### src/rtl/spinv_pkg.sv
package spinv_pkg;
   localparam int ADDR_BITS = 16;

   localparam logic [2:0] CMD_WEL_SET = 3'b110;
   localparam logic [2:0] CMD_WEL_CLR = 3'b100;
   localparam logic [2:0] CMD_STAT_RD = 3'b101;
   localparam logic [2:0] CMD_STAT_WR = 3'b001;
   localparam logic [2:0] CMD_ARR_RD  = 3'b011;
   localparam logic [2:0] CMD_ARR_WR  = 3'b010;

   typedef enum logic [3:0] {
      ST_IDLE, ST_CMD, ST_ADDR, ST_RDAT, ST_WDAT, ST_SWR, ST_SRD, ST_DONE, ST_LOCK
   } spinv_st_e;

   function automatic logic cmd_known(input logic [2:0] c);
      return (c != 3'b000) && (c != 3'b111);
   endfunction
endpackage

### src/rtl/spinv_sync.sv
module spinv_sync #(
   parameter int          W       = 4,
   parameter int          STAGES  = 2,
   parameter logic [W-1:0] RST_VAL = '0
) (
   input  logic         clk,
   input  logic         rst_n,
   input  logic [W-1:0] d,
   output logic [W-1:0] q
);
   logic [W-1:0] stg [STAGES];

   generate
      if (STAGES < 2) begin : g_bad_stages
         $error("spinv_sync: STAGES must be at least 2");
      end
   endgenerate

   always_ff @(posedge clk or negedge rst_n) begin
      if (!rst_n) begin
         for (int i = 0; i < STAGES; i++) stg[i] <= RST_VAL;
      end else begin
         stg[0] <= d;
         for (int i = 1; i < STAGES; i++) stg[i] <= stg[i-1];
      end
   end

   assign q = stg[STAGES-1];
endmodule

### src/rtl/spinv_outbuf.sv
module spinv_outbuf (
   input  logic       clk,
   input  logic       rst_n,
   input  logic       clr,
   input  logic       adv,
   input  logic       ld_cur,
   input  logic [7:0] cur_d,
   input  logic       ld_nxt,
   input  logic [7:0] nxt_d,
   input  logic       refill_stat,
   input  logic [7:0] stat_d,
   output logic       so_bit,
   output logic       swap
);
   logic [2:0] bi;
   logic [7:0] cur, nxt;
   logic       so_q;

   assign swap   = adv && (bi == 3'd7);
   assign so_bit = so_q;

   always_ff @(posedge clk or negedge rst_n) begin
      if (!rst_n) begin
         bi   <= '0;
         cur  <= '0;
         nxt  <= '0;
         so_q <= 1'b0;
      end else begin
         if (clr)      bi <= '0;
         else if (adv) bi <= bi + 3'd1;
         if (adv) so_q <= cur[3'd7 - bi];
         if (ld_cur)    cur <= cur_d;
         else if (swap) cur <= refill_stat ? stat_d : nxt;
         if (ld_nxt) nxt <= nxt_d;
      end
   end

   // a byte boundary always restarts at the MSB position
   assert_swap_restart_R4: assert property (@(posedge clk) disable iff (!rst_n)
      (swap && !clr) |=> (bi == 3'd0));
endmodule

### src/rtl/spinv_front.sv
module spinv_front
   import spinv_pkg::*;
#(
   parameter int AW          = 15,
   parameter int PAGE_W      = 6,
   parameter int SYNC_STAGES = 2
) (
   input  logic          clk,
   input  logic          rst_n,
   input  logic          cs_n,
   input  logic          sck,
   input  logic          si,
   input  logic          hold_n,
   output logic          so,
   output logic          so_oe,
   input  logic          busy_i,
   input  logic [7:0]    stat_i,
   output logic          mem_rd_en,
   output logic [AW-1:0] mem_rd_addr,
   input  logic [7:0]    mem_rd_data,
   output logic          wel_set,
   output logic          wel_clr,
   output logic          stat_wr_vld,
   output logic [7:0]    stat_wr_data,
   output logic          wr_byte_vld,
   output logic [AW-1:0] wr_byte_addr,
   output logic [7:0]    wr_byte_data,
   output logic          wr_done
);
   localparam int SHW = AW - 1;

   generate
      if (AW < 8 || AW > ADDR_BITS) begin : g_bad_aw
         $error("spinv_front: AW must lie in 8..16");
      end
      if (PAGE_W < 1 || PAGE_W >= AW) begin : g_bad_page
         $error("spinv_front: PAGE_W must lie in 1..AW-1");
      end
   endgenerate

   // synchronised pins: {cs_n, sck, si, hold_n}
   logic s_csn, s_sck, s_si, s_hold_n;
   spinv_sync #(.W(4), .STAGES(SYNC_STAGES), .RST_VAL(4'b1001)) u_sync (
      .clk(clk), .rst_n(rst_n), .d({cs_n, sck, si, hold_n}),
      .q({s_csn, s_sck, s_si, s_hold_n}));

   spinv_st_e      state;
   logic [3:0]     cnt;
   logic [SHW-1:0] sh;
   logic           is_rd, wany, paused, cs_q, sck_q;
   logic [AW-1:0]  waddr, ptr;
   logic           rq_next, rsp_first, rsp_next, st_ld;
   logic           rise, fall, cs_fall, rq_first, swap, out_mode;
   logic [2:0]     code;
   logic [AW-1:0]  addr_in;
   logic [7:0]     data_in;

   assign cs_fall  = cs_q && !s_csn;
   assign rise     = !sck_q && s_sck && !paused && !s_csn;
   assign fall     = sck_q && !s_sck && !paused && !s_csn;
   assign code     = {sh[1:0], s_si};
   assign addr_in  = {sh, s_si};
   assign data_in  = {sh[6:0], s_si};
   assign out_mode = (state == ST_RDAT) || (state == ST_SRD);

   assign rq_first    = (state == ST_ADDR) && rise && (cnt == 4'd15) && is_rd;
   assign mem_rd_en   = rq_first || rq_next;
   assign mem_rd_addr = rq_first ? addr_in : ptr;
   assign so_oe       = !s_csn && !paused && out_mode;

   always_ff @(posedge clk or negedge rst_n) begin
      if (!rst_n) begin
         state <= ST_IDLE;  cnt <= '0;  sh <= '0;  is_rd <= 1'b0;  wany <= 1'b0;
         paused <= 1'b0;  cs_q <= 1'b1;  sck_q <= 1'b0;  waddr <= '0;  ptr <= '0;
         rq_next <= 1'b0;  rsp_first <= 1'b0;  rsp_next <= 1'b0;  st_ld <= 1'b0;
         wel_set <= 1'b0;  wel_clr <= 1'b0;  stat_wr_vld <= 1'b0;  stat_wr_data <= '0;
         wr_byte_vld <= 1'b0;  wr_byte_addr <= '0;  wr_byte_data <= '0;  wr_done <= 1'b0;
      end else begin
         wel_set <= 1'b0;  wel_clr <= 1'b0;  stat_wr_vld <= 1'b0;
         wr_byte_vld <= 1'b0;  wr_done <= 1'b0;  st_ld <= 1'b0;
         cs_q      <= s_csn;
         sck_q     <= s_sck;
         rsp_first <= rq_first;
         rsp_next  <= rq_next;
         rq_next   <= rsp_first || (swap && state == ST_RDAT);
         if (rq_first)     ptr <= addr_in + 1'b1;
         else if (rq_next) ptr <= ptr + 1'b1;

         if (s_csn)        paused <= 1'b0;
         else if (!s_sck)  paused <= !s_hold_n;

         if (s_csn) begin
            if (state == ST_WDAT && wany && cnt == 4'd0) wr_done <= 1'b1;
            state <= ST_IDLE;
         end else if (cs_fall) begin
            state <= ST_CMD;
            cnt   <= '0;
         end else if (rise) begin
            sh  <= {sh[SHW-2:0], s_si};
            cnt <= cnt + 4'd1;
            case (state)
               ST_CMD: if (cnt == 4'd7) begin
                  cnt <= '0;
                  if (sh[6:3] != 4'b0000 || !cmd_known(code) ||
                      (busy_i && code != CMD_STAT_RD)) begin
                     state <= ST_LOCK;
                  end else begin
                     case (code)
                        CMD_WEL_SET: begin wel_set <= 1'b1; state <= ST_DONE; end
                        CMD_WEL_CLR: begin wel_clr <= 1'b1; state <= ST_DONE; end
                        CMD_STAT_RD: begin st_ld <= 1'b1;   state <= ST_SRD;  end
                        CMD_STAT_WR: state <= ST_SWR;
                        CMD_ARR_RD:  begin is_rd <= 1'b1;   state <= ST_ADDR; end
                        default:     begin is_rd <= 1'b0;   state <= ST_ADDR; end
                     endcase
                  end
               end
               ST_ADDR: if (cnt == 4'd15) begin
                  cnt <= '0;
                  if (is_rd) state <= ST_RDAT;
                  else begin
                     state <= ST_WDAT;
                     waddr <= addr_in;
                     wany  <= 1'b0;
                  end
               end
               ST_WDAT: if (cnt == 4'd7) begin
                  cnt          <= '0;
                  wr_byte_vld  <= 1'b1;
                  wr_byte_addr <= waddr;
                  wr_byte_data <= data_in;
                  waddr        <= {waddr[AW-1:PAGE_W], waddr[PAGE_W-1:0] + 1'b1};
                  wany         <= 1'b1;
               end
               ST_SWR: if (cnt == 4'd7) begin
                  stat_wr_vld  <= 1'b1;
                  stat_wr_data <= data_in;
                  state        <= ST_DONE;
               end
               default: ;
            endcase
         end
      end
   end

   spinv_outbuf u_out (
      .clk(clk), .rst_n(rst_n), .clr(s_csn), .adv(fall && out_mode),
      .ld_cur(rsp_first || st_ld), .cur_d(rsp_first ? mem_rd_data : stat_i),
      .ld_nxt(rsp_next), .nxt_d(mem_rd_data),
      .refill_stat(state == ST_SRD), .stat_d(stat_i),
      .so_bit(so), .swap(swap));

   // deselected for two synchroniser delays means the output floats
   assert_desel_float_R9: assert property (@(posedge clk) disable iff (!rst_n)
      (cs_n && $past(cs_n) && $past(cs_n, 2)) |-> !so_oe);

   // a locked-out transfer raises nothing
   assert_lock_quiet_R3: assert property (@(posedge clk) disable iff (!rst_n)
      (state == ST_LOCK) |-> (!so_oe && !mem_rd_en && !wr_byte_vld && !wel_set && !stat_wr_vld));

   // a paused transfer keeps its bit position and shift contents
   assert_pause_freeze_R8: assert property (@(posedge clk) disable iff (!rst_n)
      (paused && $past(paused) && !s_csn && !$past(s_csn)) |-> ($stable(cnt) && $stable(sh)));

   // page writes never touch the upper address bits
   assert_page_upper_R6: assert property (@(posedge clk) disable iff (!rst_n)
      (state == ST_WDAT && $past(state) == ST_WDAT) |->
      (waddr[AW-1:PAGE_W] == $past(waddr[AW-1:PAGE_W])));

   // sequencer pulses are mutually exclusive
   assert_pulse_excl_R2: assert property (@(posedge clk) disable iff (!rst_n)
      $onehot0({wel_set, wel_clr, stat_wr_vld, wr_byte_vld, wr_done}));
endmodule

### config.mk
export PLATFORM = sky130hd
export DESIGN_NAME = spinv_front
export DESIGN_NICKNAME = d
export VERILOG_FILES = /design/src/rtl/spinv_pkg.sv /design/src/rtl/spinv_sync.sv /design/src/rtl/spinv_outbuf.sv /design/src/rtl/spinv_front.sv
export SDC_FILE = /design/constraint.sdc
export NUM_CORES = 1
export LEC_CHECK = 0
export BUFFER_PORTS_ARGS = -buffer_cell sky130_fd_sc_hd__buf_2
export CAP_MARGIN = 10
export CORE_ASPECT_RATIO = 0.9
export CORE_MARGIN = 1.5
export CORE_UTILIZATION = 45
export CTS_BUF_LIST = sky130_fd_sc_hd__clkbuf_8
export CTS_CLUSTER_DIAMETER = 40
export DETAILED_ROUTE_END_ITERATION = 16
export GPL_ROUTABILITY_DRIVEN = 0
export PLACE_DENSITY = 0.63
export SYNTH_ARGS = -nofsm -noshare
export SYNTH_HDL_FRONTEND = slang
export SYNTH_HIERARCHICAL = 1
export SYNTH_SLANG_ARGS = --single-unit
### constraint.sdc
create_clock -name clk -period 7.8 [get_ports clk]
set_input_delay 0.78 -clock clk [delete_from_list [all_inputs] [get_ports clk]]
set_output_delay 0.78 -clock clk [all_outputs]
set_load 0.02 [all_outputs]
==> results.py <==
metrics = {
    "status": {
        "outcome": "finished clean",
    },
    "grt": {
        "grt_pass1_wl_um": 21670,
        "antenna_found_initial": 0,
        "grt_pass1_vias": 4173,
        "grt_use_total_pct": 19.39,
        "grt_max_degree": 74,
        "globalRouteOverflowTotal": 0,
    },
    "pwr": {
        "power_frac_comb_pct": 4.8,
        "p_clk_share_pct": 45.4,
        "sw_frac_of_total_pct": 24.10,
        "power_density_nw_per_um2": 197.5,
        "ir_drop_mv": 0.1372,
        "cell_internal_pwr_mw": 1.055,
        "seqPwrFrac_pct": 49.8,
        "p_switching_mw": 0.3350,
        "p_leak_nw": 3.456,
    },
    "timing": {
        "finalSetupTns_ns": 0,
        "hold_viol": 0,
        "slew_headroom_pct": 38.35,
        "drv_slew": 0,
        "tightestPinTransition_ns": 0.9247,
        "setup_viol_count_final": 0,
        "rsz0062_at_grt": "false",
        "max_freq_mhz": 282.9,
        "period_share_pct": 45.32,
        "period_minus_slack_ns": 3.535,
        "skew_ns": 0.01282,
    },
    "synth": {
        "synth_cells": 542,
        "synth_warnings": 6,
        "yosysUniqueCellTypes": 52,
        "yosysSeqAreaShare_pct": 50.86,
        "yosys_register_bits": 125,
        "synth_area_per_cell_um2": 11.37,
        "async_flop_share_pct": 100.0,
        "synth-edff-count": 0,
        "syn-num-nets": 571,
        "syn-cell-area_um2": 6162,
        "synth_ff_type": "dfrtp_1",
    },
    "critical_path": {
        "slowest_stage": "dfrtp_1",
        "cp_cell_sequence": "nor4b_4, nand2_1, nor3_4, buf_4, mux2_2, buf_2",
        "critPathCaptureType": "output port",
        "worstPathRequired_ns": 7.02,
        "critPathMaxStageDelay_ns": 0.53,
        "cp-start-kind": "flip-flop",
        "path_max_fanout": 44,
        "path_class": "reg2out",
        "cp_top_family": "simple AND/OR/NAND/NOR gates",
        "path_buf_inv": 2,
        "arrival_ns": 2.75,
    },
    "layout": {
        "final_cell_mix": "dfrtp_1, mux2_2, buf_2",
        "instances_no_fill": 783,
        "syn_to_final_growth_pct": 14.21,
        "nFillCells": 1184,
        "diodes": 0,
        "nNetsFinal": 631,
        "final_common_cell": "dfrtp_1",
        "final_layout_size_suffix_gt1_share_pct": 36.42,
    },
    "clock_network": {
        "cts_tree": "yes",
        "clkTransAtPathRegs_ns": 0.08,
        "cts-root-buf": "clkbuf_8",
        "clk-insertion-delay-late_ns": 0.44,
        "postCtsSetupBuffers": 0,
        "cts_buffers": 17,
        "htree_levels": 4,
        "cts_sinks": 125,
        "ctsResizeCount": 0,
        "cts_hold_buf": 0,
        "clk_path_buf_depth": 2,
    },
    "run": {
        "max-cap-violations": 0,
    },
    "placed_design": {
        "place_hpwl_um": 8782,
        "place_inst": 751,
        "io_buffers": 76,
    },
    "floorplanning": {
        "io_pins": 77,
        "core_area_um2": 13360,
        "die_y_um": 114.0,
        "num_rows": 40,
        "fp.dieW_um": 126.4,
        "start_util_pct": 46.11,
        "dieArea_um2": 14410,
    },
    "detailed_routing": {
        "firstDrtPassIters": 5,
        "ant_nets": 0,
        "vias": 4235,
        "viasPerCell": 5.409,
        "wl_per_cell_um": 16.33,
        "drc_errors": 0,
        "wl_um": 12790,
        "drt_iter0_drc": 265,
    },
    "worst_hold_path": {
        "hold_class": "reg2reg",
    },
}
==> synthesized netlist by cell type (13+ instances only) <==
library cell,count,share of area [%]
dfrtp_1,120,49
mux2_2,91,17
nor2_1,41,2.5
nand2_1,37,2.3
a21oi_1,22,1.8
o21ai_0,20,1.6
xor2_1,18,2.6
clkbuf_1,17,1.0
mux2i_1,17,2.8
nand3_1,16,1.3
nor3_1,14,1.1
buf_2,13,1.1
==> registers in the layout, indices dropped and copies added, names as in the netlist, 3 cells and up <==
register      flops
cnt               4
ptr              15
sh               14
stat_wr_data      8
state             4
u_out/bi          3
u_out/cur         8
u_out/nxt         8
u_sync/q          4
u_sync/stg        4
waddr            15
wr_byte_addr     15
wr_byte_data      8
==> power groups by stage <==
stage / Sequential (mW) / Clock (mW) / Combinational [mW]
after floorplan: 0.676 / 0 / 0.0616
after global placement: 0.704 / 0 / 0.0656
after detailed placement: 0.705 / 0 / 0.0681
after CTS: 0.693 / 0.647 / 0.0684
after global routing: 0.697 / 0.678 / 0.0765
final: 0.692 / 0.631 / 0.0669
==> layer usage <==
metal	share of wire, %	track usage, %	wire length, um	vias to the layer above
met1	48	27.42	6192	2099
met4	0.89	6.667	114	0
li1	-	-	-	2027
met3	5.9	5.910	751	12
met5	0	0	0	-
met2	45	28.42	5732	97
==> final timing paths <==
path                                    startpoint                     endpoint  slack [ns]  cells past startpoint
setup / recovery              state[0]$_DFFE_PN0P_               mem_rd_addr[1]        4.27                      6
hold / removal             u_sync/stg[7]$_DFF_PN1_        u_sync/q[3]$_DFF_PN1_        0.35                      0
setup reg to reg              state[0]$_DFFE_PN0P_          ptr[10]$_DFFE_PN0P_        4.40                     11
hold reg to reg            u_sync/stg[7]$_DFF_PN1_        u_sync/q[3]$_DFF_PN1_        0.35                      0
max in group asynchronous                    rst_n  wr_byte_addr[9]$_DFFE_PN0P_        6.07                      2
min in group asynchronous                    rst_n  wr_byte_addr[0]$_DFFE_PN0P_        0.47                      1
==> stage by stage <==
step | hold WS [ns] | setup WS, ns | instance area, um2 | util (%) | power [mW]
finish | 0.3516 | 4.265 | 7038 | 52.67 | 1.390
global route | 0.3594 | 4.039 | 7038 | 52.67 | 1.451
CTS | 0.3535 | 4.226 | 7038 | 52.67 | 1.408
detailed placement | 0.3396 | 4.425 | 6588 | 49.30 | 0.7732
global placement | 0.3340 | 4.481 | 6588 | 49.30 | 0.7694
floorplan | 0.3312 | 4.730 | 6162 | - | 0.7375
==> cell type report <==
| cell class | instances | area [um2] | share of cell area, % |
|---|---|---|---|
| timing repair buffer | 81 | 420.4 | 5.973 |
| multi-input combinational | 366 | 2781 | 39.52 |
| tap | 168 | 210.2 | 2.987 |
| inverter | 11 | 41.29 | 0.5867 |
| clock inverter | 13 | 188.9 | 2.684 |
| sequential | 125 | 3134 | 44.53 |
| clock buffer | 19 | 261.5 | 3.716 |
==> cells by family after synthesis <==
family / count (synthesis) / share of synthesized area [%]
buffers and inverters: 51 / 4.101
DFF: 125 / 50.86
muxes: 109 / 19.76
AOI/OAI and AO/OA: 63 / 6.214
xor gates and xnor gates: 29 / 4.122
and+or+nand+nor: 159 / 13.73
adders and majority gates: 6 / 1.218
(Power assumes the default switching activity.)
